**config.mk**
```make
export PLATFORM = sky130hd
export DESIGN_NAME = tmr_prescaler
export DESIGN_NICKNAME = d
export VERILOG_FILES = /design/src/rtl/tps_pkg.sv /design/src/rtl/tps_ctl.sv /design/src/rtl/tps_divider.sv /design/src/rtl/tps_tapsel.sv /design/src/rtl/tmr_prescaler.sv
export SDC_FILE = /design/constraint.sdc
export NUM_CORES = 1
export LEC_CHECK = 0
export ABC_AREA = 1
export CORE_UTILIZATION = 42
export CTS_CLUSTER_SIZE = 24
export DETAILED_ROUTE_END_ITERATION = 8
export DONT_BUFFER_PORTS = 1
export SLEW_MARGIN = 20
export SYNTH_ARGS = -nofsm -noshare
export SYNTH_HDL_FRONTEND = slang
export SYNTH_HIERARCHICAL = 1
export SYNTH_SLANG_ARGS = --single-unit
```
**constraint.sdc**
```tcl
create_clock -name clk -period 3.3 [get_ports clk]
set_clock_uncertainty 0.1 [all_clocks]
set_input_delay 0.66 -clock clk [delete_from_list [all_inputs] [get_ports clk]]
set_output_delay 0.66 -clock clk [all_outputs]
set_load 0.03 [all_outputs]
```
**src/rtl/tps_pkg.sv**
```systemverilog
package tps_pkg;
  localparam int DEF_DIV_W = 14;
  localparam int SEL_STOP  = 0;
  localparam int SEL_DIRECT = 1;
endpackage

```
**src/rtl/tps_ctl.sv**
```systemverilog
module tps_ctl (
  input  logic clk,
  input  logic rst,
  input  logic wr_en,
  input  logic wr_sync,
  input  logic wr_rst,
  output logic sync_q,
  output logic prst_q
);
  // write loads both bits; clear self-drops only without hold
  always_ff @(posedge clk) begin
    if (rst) begin
      sync_q <= 1'b0;
      prst_q <= 1'b0;
    end else if (wr_en) begin
      sync_q <= wr_sync;
      prst_q <= wr_rst;
    end else if (!sync_q) begin
      prst_q <= 1'b0;
    end
  end
endmodule

```
**src/rtl/tps_divider.sv**
```systemverilog
module tps_divider #(
  parameter int DIV_W = tps_pkg::DEF_DIV_W
) (
  input  logic             clk,
  input  logic             rst,
  input  logic             clr,
  input  logic             base_tick,
  output logic [DIV_W-1:0] div_cnt
);
  always_ff @(posedge clk) begin
    if (rst || clr)     div_cnt <= '0;
    else if (base_tick) div_cnt <= div_cnt + 1'b1;
  end
endmodule

```
**src/rtl/tps_tapsel.sv**
```systemverilog
module tps_tapsel #(
  parameter int DIV_W = tps_pkg::DEF_DIV_W,
  parameter int SEL_W = 4
) (
  input  logic             clk,
  input  logic             rst,
  input  logic             clr,
  input  logic             base_tick,
  input  logic [DIV_W-1:0] div_cnt,
  input  logic [SEL_W-1:0] clk_sel,
  output logic             en_q
);
  localparam int NTAP = DIV_W + 1;
  localparam int NSEL = 1 << SEL_W;

  logic [NTAP-1:0] tap;
  logic [NSEL-1:0] sel_vec;

  // tap n fires on the tick that completes 2^n base ticks
  for (genvar n = 0; n < NTAP; n++) begin : g_tap
    if (n == 0) begin : g_t0
      assign tap[n] = base_tick;
    end else begin : g_tn
      assign tap[n] = base_tick & (&div_cnt[n-1:0]);
    end
  end

  // code 0 stop, code k picks tap k-1
  for (genvar k = 0; k < NSEL; k++) begin : g_sel
    if (k == tps_pkg::SEL_STOP || (k - 1) > DIV_W) begin : g_off
      assign sel_vec[k] = 1'b0;
    end else begin : g_on
      assign sel_vec[k] = tap[k-1];
    end
  end

  always_ff @(posedge clk) begin
    if (rst) en_q <= 1'b0;
    else     en_q <= !clr && sel_vec[clk_sel];
  end
endmodule

```
**src/rtl/tmr_prescaler.sv**
```systemverilog
module tmr_prescaler #(
  parameter int DIV_W = tps_pkg::DEF_DIV_W,
  parameter int SEL_W = $clog2(DIV_W + 2)
) (
  input  logic             clk,
  input  logic             rst,
  input  logic             fast_sel,
  input  logic             fast_tick,
  input  logic [SEL_W-1:0] clk_sel,
  input  logic             wr_en,
  input  logic             wr_sync,
  input  logic             wr_rst,
  output logic             ctl_sync,
  output logic             ctl_rst,
  output logic             cnt_en
);
  logic             base_tick;
  logic [DIV_W-1:0] div_cnt;

  // system clock base is an always-active tick
  assign base_tick = fast_sel ? fast_tick : 1'b1;

  tps_ctl u_ctl (
    .clk(clk), .rst(rst), .wr_en(wr_en), .wr_sync(wr_sync),
    .wr_rst(wr_rst), .sync_q(ctl_sync), .prst_q(ctl_rst)
  );

  tps_divider #(.DIV_W(DIV_W)) u_div (
    .clk(clk), .rst(rst), .clr(ctl_rst), .base_tick(base_tick),
    .div_cnt(div_cnt)
  );

  tps_tapsel #(.DIV_W(DIV_W), .SEL_W(SEL_W)) u_sel (
    .clk(clk), .rst(rst), .clr(ctl_rst), .base_tick(base_tick),
    .div_cnt(div_cnt), .clk_sel(clk_sel), .en_q(cnt_en)
  );
endmodule

```
==> results of run 1 <==
-- final cells by class --
class / instances / share of cell area
clock buffers: 4 / 0.0241
multi-input cells: 122 / 0.562
flip-flops and latches: 17 / 0.313
inverters: 20 / 0.0690
well taps: 28 / 0.0322
-- metal layers --
| metal | GRT usage | vias up |
|---|---|---|
| li1 | - | 521 |
| met1 | 0.231 | 427 |
| met2 | 0.264 | 20 |
| met3 | 0.0292 | 2 |
| met4 | 0.0676 | 0 |
| met5 | 0 | - |
-- registers in the layout, indices dropped and copies added (netlist names) --
name           cells
u_ctl/sync_q       1
u_ctl/prst_q       1
u_sel/en_q         1
u_div/div_cnt     14
-- per-stage QoR --
step | hold slack [ps] | instance area (um2) | power [uW] | std cells
after global placement | 406 | 1060 | 254 | 187
after floorplan | 381 | 1040 | 250 | 161
after detailed placement | 427 | 1060 | 256 | 187
after global routing | 310 | 1090 | 380 | 191
final | 333 | 1090 | 361 | 191
after CTS | 318 | 1090 | 368 | 191
-- worst max path at each step --
stage / startpoint / slack, ps / to
6_report: u_ctl/prst_q$_SDFFE_PP0P_ / 1640 / u_div/div_cnt[1]$_SDFFE_PP0P_
5_1_grt: u_ctl/prst_q$_SDFFE_PP0P_ / 1360 / u_div/div_cnt[2]$_SDFFE_PP0P_
4_1_cts: u_ctl/prst_q$_SDFFE_PP0P_ / 1550 / u_div/div_cnt[1]$_SDFFE_PP0P_
3_5_place_dp: rst / 1400 / u_div/div_cnt[1]$_SDFFE_PP0P_
3_3_place_gp: rst / 1450 / u_div/div_cnt[2]$_SDFFE_PP0P_
2_1_floorplan: fast_tick / 1670 / u_div/div_cnt[12]$_SDFFE_PP0P_
-- logic make-up (layout without fill, tap and decap cells) --
family | Yosys count | count (layout) | share of synthesized area
AOI/OAI and AO/OA | 23 | 23 | 0.117
adders and majority gates | 1 | 1 | 0.0120
buffers and inverters | 22 | 24 | 0.0842
DFF | 17 | 17 | 0.327
and+or+nand+nor | 98 | 98 | 0.460
-- synthesized netlist by cell type (all sizes together) --
master,count,area (um2)
a21oi,13,65.1
a21boi,1,7.51
inv,20,75.1
nor2,27,138
a31oi,1,6.26
nand4,3,18.8
nand2,49,191
nand3b,1,7.51
ha,1,12.5
o21ai,7,35.0
nand3,18,123
o21bai,1,7.51
dfxtp,17,340
buf,2,12.5
-- report_power, final --
group / internal [uW] / switching (uW)
Combinational: 11.5 / 19.2
Sequential: 210 / 9.68
Clock: 46.9 / 63.4
==> flow_summary.yaml, run 1 <==
timing:
  setup_ws_ps: 1640
  slew_violations: 0
  tns_ps: 0
  fin_crit_sh: 0.502
  timing.final.hold_violations: 0
  achievable-frequency_mhz: 604
  tightestPinTransition_ps: 828
  fin_crit_ps: 1660
  setup_violations: 0
  rsz0062_at_grt: "no"
  timing.slew.headroom: 0.446
setup_path:
  cp_slowest_cell: "nor2_1"
  rr_startpoint: "u_ctl/prst_q$_SDFFE_PP0P_"
  cp_max_fo: 14
  path_buf_inv: 0
  cpPeakStageDelay_ps: 690
  crit_family: "simple AND/OR/NAND/NOR gates"
  cp.arrival_ps: 1780
  crit_chain: "nor2_1 > o21ai_0 > a21oi_1"
  crit_path_start_kind: "register"
  ff2ff_setup_slack_ps: 1640
  r2r-end: "u_div/div_cnt[1]$_SDFFE_PP0P_"
  reg2reg_depth: 3
  cp.depth: 3
  cp-end-kind: "register"
  crit_required_ps: 3420
  worstSetupPathType: "register to register"
hold_path:
  hold_path_end: "u_ctl/prst_q$_SDFFE_PP0P_"
  hold_path_depth: 1
  holdCritStartpoint: "rst"
  hold_class: "input pin to register"
layout:
  diodes: 0
  mostFrequentLayoutCell: "nand2_1"
  finalCoreUtilization: 0.478
  multi_input_area_um2: 612
  num-fill-cells: 240
  drive_gt1_frac: 0.0982
  ff_latch_area_um2: 340
  area_growth_pct: 4.69
  nets: 176
  final_cell_mix: "nand2_1, nor2_1, inv_1"
drt:
  wl_um: 1990
  routed.top_layer: "met4"
  drtIter0Drc: 19
  viasPerCell: 5.08
  wl_met2_um: 895
  drc: 0
  firstDrtPassIters: 5
  num_vias: 970
  met1Wirelength_um: 986
  met3WireLength_um: 91
  wl_per_cell_um: 10.4
  ant_nets: 0
clock_network:
  path_clk_slew_ps: 90
  insertion_delay_ps: 280
  cts.path.max_buffers: 2
  htree_num_levels: 1
  cts_setup_buffers: 0
  cts_resized: 0
  cts_buffers: 3
  cts_tree: "built"
  ctsHoldBuffers: 0
  cts_sinks: 17
  root_buffer: "clkbuf_4"
flow_run:
  max_cap_violations: 0
pwr:
  p_per_area_nw_per_um2: 331
  vdd_drop_max_mv: 0.225
  p_leak_uw: 0.000465
die:
  die_x_um: 51.8
  fp-row-count: 17
  coreArea_um2: 2280
  die_h_um: 51.8
  start_util: 0.457
  ioPinCount: 14
  die_area_um2: 2680
logic_synthesis:
  netlist-cell-type-count: 23
  ys_ff_latch: 17
  synth_nets: 173
  netlist_area_um2: 1040
  ys_warn_count: 6
  postSynthCellCount: 161
  synth.avg_cell_area_um2: 6.46
  synth_seq_area_share: 0.327
global_route:
  grt_overflow: 0
  grt_antenna_before_repair: 0
  grt_pass1_wl_um: 3410
  track_usage: 0.170
  grt_max_degree: 15
  grt_pass1_vias: 815
placement:
  portBuffers: 0
  dpl.hpwl_um: 1520
  place_ws_ps: 1400
  gp_congestion: 0.763
status:
  status: "completed"
Note: power is estimated with default switching activity, not from simulation.
==> run 2: changes to the inputs <==
- clock period: 3.3 -> 1.7 ns (I/O delays scaled with it)
==> flow_summary.yaml, run 2 (synthesis gave the netlist of run 1 again) <==
clock_network:
  cts.path.max_buffers: 2
  cts_setup_buffers: 0
  path_clk_slew_ps: 100
  insertion_delay_ps: 290
  cts_sinks: 17
  cts_buffers: 3
  root_buffer: "clkbuf_4"
  cts_tree: "built"
  htree_num_levels: 1
timing:
  timing.final.hold_violations: 0
  fin_crit_ps: 1370
  timing.slew.headroom: 0.627
  setup_ws_ps: 330
  slew_violations: 0
  tightestPinTransition_ps: 558
  achievable-frequency_mhz: 730
  fin_crit_sh: 0.806
  rsz0062_at_grt: "no"
  setup_violations: 0
  tns_ps: 0
drt:
  viasPerCell: 5.12
  wl_um: 2100
  firstDrtPassIters: 4
  ant_nets: 0
  drc: 0
  num_vias: 993
  drtIter0Drc: 22
  wl_per_cell_um: 10.8
layout:
  regMostFlops: "u_div/div_cnt"
  nets: 179
  final_cell_mix: "nand2_1, nor2_1, inv_1"
  diodes: 0
  mostFrequentLayoutCell: "nand2_1"
  drive_gt1_frac: 0.108
  num-fill-cells: 249
  largest_reg_flops: 14
  area_growth_pct: 7.58
setup_path:
  crit_chain: "nand2_1 > nor2_1 > nand3_1 > o21ai_1 > nand3_1 > nand2_1 > inv_1 > nor2_2"
  crit_path_start_kind: "register"
  crit_required_ps: 1840
  path_buf_inv: 1
  cpPeakStageDelay_ps: 470
  cp_slowest_cell: "dfxtp_1"
  worstSetupPathType: "register to register"
  cp_max_fo: 6
  cp.arrival_ps: 1510
  crit_family: "simple AND/OR/NAND/NOR gates"
  cp-end-kind: "register"
global_route:
  grt_pass1_vias: 885
  grt_overflow: 0
  grt_max_degree: 15
  grt_pass1_wl_um: 3770
  grt_antenna_before_repair: 0
  track_usage: 0.189
die:
  die_h_um: 51.8
  start_util: 0.457
  fp-row-count: 17
  ioPinCount: 14
  die_area_um2: 2680
  die_x_um: 51.8
  coreArea_um2: 2280
placement:
  dpl.hpwl_um: 1550
  gp_congestion: 0.768
  place_ws_ps: 83.3
  portBuffers: 0
status:
  status: "completed"
pwr:
  p_per_area_nw_per_um2: 632
  p_leak_uw: 0.000479
  vdd_drop_max_mv: 0.398
flow_run:
  max_cap_violations: 0
hold_path:
  hold_class: "input pin to register"
-- run 2: metal layers --
layer / track usage / share of wire / up-vias / routed length, um
li1: - / - / 531 / -
met5: 0 / 0 / - / 0
met4: 0.0541 / 0.0043 / 0 / 9
met2: 0.305 / 0.46 / 17 / 966
met3: 0.0556 / 0.043 / 2 / 91
met1: 0.242 / 0.49 / 443 / 1030
-- run 2: power by group --
group	total (uW)	internal, uW	switching, uW
clock network	214	91.2	123
registers	424	407	16.6
logic	69.1	26.6	42.5
-- run 2: per-stage QoR --
stage	power (uW)	instance area, um2	instances	util	hold WS, ps
2_1_floorplan	485	1040	161	-	309
3_3_place_gp	495	1070	188	0.470	311
3_5_place_dp	498	1070	188	0.470	318
4_1_cts	719	1110	193	0.486	1.99
5_1_grt	754	1120	194	0.491	74.1
6_report	707	1120	194	0.491	83.2
-- run 2: path summary, 6_finish.rpt --
check / startpoint / slack [ps] / endpoint / depth (start not counted)
worst min-delay path: wr_sync / 80 / u_ctl/sync_q$_SDFFE_PP0P_ / 2
worst min register to register: u_div/div_cnt[13]$_SDFFE_PP0P_ / 440 / u_div/div_cnt[13]$_SDFFE_PP0P_ / 4
worst max-delay path: u_div/div_cnt[4]$_SDFFE_PP0P_ / 330 / u_sel/en_q$_SDFF_PP0_ / 8
worst max register to register: u_div/div_cnt[4]$_SDFFE_PP0P_ / 330 / u_sel/en_q$_SDFF_PP0_ / 8
-- run 2: repair_timing --
item / CTS / global route
hold buffers: 1 / 1
hold endpoints to repair: 1 / 1
endpoints found under the setup margin: 0 / 5
resized for setup: 0 / 1
-- run 2: area by class of cell --
cell class	instances	area (um2)	share of cell area
inverters	20	75.1	0.0671
repair buffers	3	27.5	0.0246
clock buffers	4	26.3	0.0235
flip-flops and latches	17	340	0.304
multi-input cells	122	614	0.549
well taps	28	35.0	0.0313
==> run 3: changes to the inputs <==
- clock period: 1.7 -> 1.4 ns (I/O delays scaled with it)
==> flow_summary.yaml, run 3 (synthesis gave the netlist of run 1 again) <==
setup_path:
  crit_chain: "nand2_1 > nor2_1 > nand3_1 > o21ai_1 > nand3_1 > nand2_1 > inv_1 > nor2_2"
  crit_family: "simple AND/OR/NAND/NOR gates"
  worstSetupPathType: "register to register"
  crit_path_start_kind: "register"
  reg2reg_depth: 8
  ff2ff_setup_slack_ps: 80
  cp_max_fo: 5
  cp.arrival_ps: 1460
  r2r-end: "u_sel/en_q$_SDFF_PP0_"
  crit_required_ps: 1540
  cpPeakStageDelay_ps: 460
  cp_slowest_cell: "dfxtp_1"
  rr_startpoint: "u_div/div_cnt[6]$_SDFFE_PP0P_"
  critPathLaunch: "u_div/div_cnt[6]$_SDFFE_PP0P_"
  path_buf_inv: 1
  cp-end-kind: "register"
hold_path:
  hold_class: "input pin to register"
  hold_path_end: "u_ctl/sync_q$_SDFFE_PP0P_"
  hold_path_depth: 2
  holdCritStartpoint: "wr_sync"
global_route:
  grt_pass1_wl_um: 3520
  grt_max_degree: 15
  grt_pass1_vias: 814
  grt_antenna_before_repair: 0
  use_met1: 0.243
  gr-usage-met2: 0.266
  top_usage_layer: "met2"
  grt_overflow: 0
  gr-usage-met3: 0.0526
  track_usage: 0.176
timing:
  slew_violations: 0
  setup_violations: 0
  achievable-frequency_mhz: 759
  timing.final.hold_violations: 0
  rsz0062_at_grt: "no"
  tns_ps: 0
  timing.slew.headroom: 0.739
  tightestPinTransition_ps: 391
  fin_crit_ps: 1320
  whs_ps: 21.9
  fin_crit_sh: 0.941
drt:
  firstDrtPassIters: 4
  ant_nets: 0
  wl_um: 2190
  drc: 0
  wl_per_cell_um: 11.1
  num_vias: 995
  drtIter0Drc: 27
  viasPerCell: 5.05
layout:
  nets: 182
  regMostFlops: "u_div/div_cnt"
  diodes: 0
  area_growth_pct: 9.87
  mostFrequentLayoutCell: "nand2_1"
  stdcell_area_um2: 1140
  largest_reg_flops: 14
  final_cell_mix: "nand2_1, nor2_1, inv_1"
  drive_gt1_frac: 0.154
pwr:
  pwr-share-seq: 0.587
  power.total_uw: 877
  p_per_area_nw_per_um2: 767
  power_frac_clock: 0.309
  vdd_drop_max_mv: 0.585
  p_leak_uw: 0.000499
  cell_internal_pwr_uw: 640
  switching_share: 0.270
  switching_power_uw: 237
  combPwrFrac: 0.103
clock_network:
  cts.path.max_buffers: 2
  htree_num_levels: 1
  cts_sinks: 17
  insertion_delay_ps: 300
  path_clk_slew_ps: 100
  cts_buffers: 3
  cts_tree: "built"
  root_buffer: "clkbuf_4"
die:
  ioPinCount: 14
  coreArea_um2: 2280
  start_util: 0.457
  die_area_um2: 2680
  die_h_um: 51.8
  die_x_um: 51.8
  fp-row-count: 17
placement:
  dpl.hpwl_um: 1640
  gp_congestion: 0.828
  placed_area_um2: 1100
  portBuffers: 0
flow_run:
  max_cap_violations: 0
status:
  status: "completed"
run 3: changes by cell type in the layout (fill, tap and decap cells not counted):
cell,delta
clkinv_2,+1
clkbuf_1,-1
dfxtp_1,-4
nor2_2,-1
nor2_1,+1
dlygate4sd3_1,-1
buf_4,+4
dfxtp_2,+4
run 3: how the worst max path moves through the flow:
stage                                           to  slack [ps]  cells after the start
floorplan           u_div/div_cnt[12]$_SDFFE_PP0P_         150                      8
global placement    u_div/div_cnt[12]$_SDFFE_PP0P_          60                      7
detailed placement  u_div/div_cnt[10]$_SDFFE_PP0P_          10                      7
CTS                          u_sel/en_q$_SDFF_PP0_          30                      8
global route        u_div/div_cnt[10]$_SDFFE_PP0P_          10                      7
finish                       u_sel/en_q$_SDFF_PP0_          80                      8
run 3: final cells by class:
type                    instances  area (um2)
flip-flops and latches         17         345
repair buffers                  6        47.5
clock inverters                 1        5.00
clock buffers                   3        22.5
multi-input cells             122         612
fillers                       226        1130
inverters                      20        75.1
well taps                      28        35.0
run 3: power groups by stage:
| stage | combinational (uW) | clock [uW] | sequential (uW) |
|---|---|---|---|
| after detailed placement | 87.1 | 0 | 525 |
| after CTS | 90.1 | 287 | 514 |
| after global placement | 85.0 | 0 | 525 |
| final | 90.5 | 271 | 515 |
| after floorplan | 64.0 | 0 | 525 |
| after global routing | 104 | 306 | 517 |
run 3: timing repair:
item	CTS	global route
buffers inserted	0	0
hold buffers	1	0
hold endpoints to repair	2	0
gates resized for setup	0	4
setup endpoints to repair	0	4
run 3: metrics by stage:
stage	instances	worst slack (ps)	util
6_report	197	82.1	0.502
5_1_grt	197	11.7	0.502
4_1_cts	197	34.2	0.500
3_5_place_dp	192	11.3	0.483
3_3_place_gp	192	56.1	0.483
2_1_floorplan	161	151	-
run 3: metal layers:
| layer | wire length (um) | vias to the layer above |
|---|---|---|
| li1 | - | 532 |
| met3 | 126 | 3 |
| met1 | 1090 | 437 |
| met2 | 964 | 23 |
| met4 | 12 | 0 |
| met5 | 0 | - |
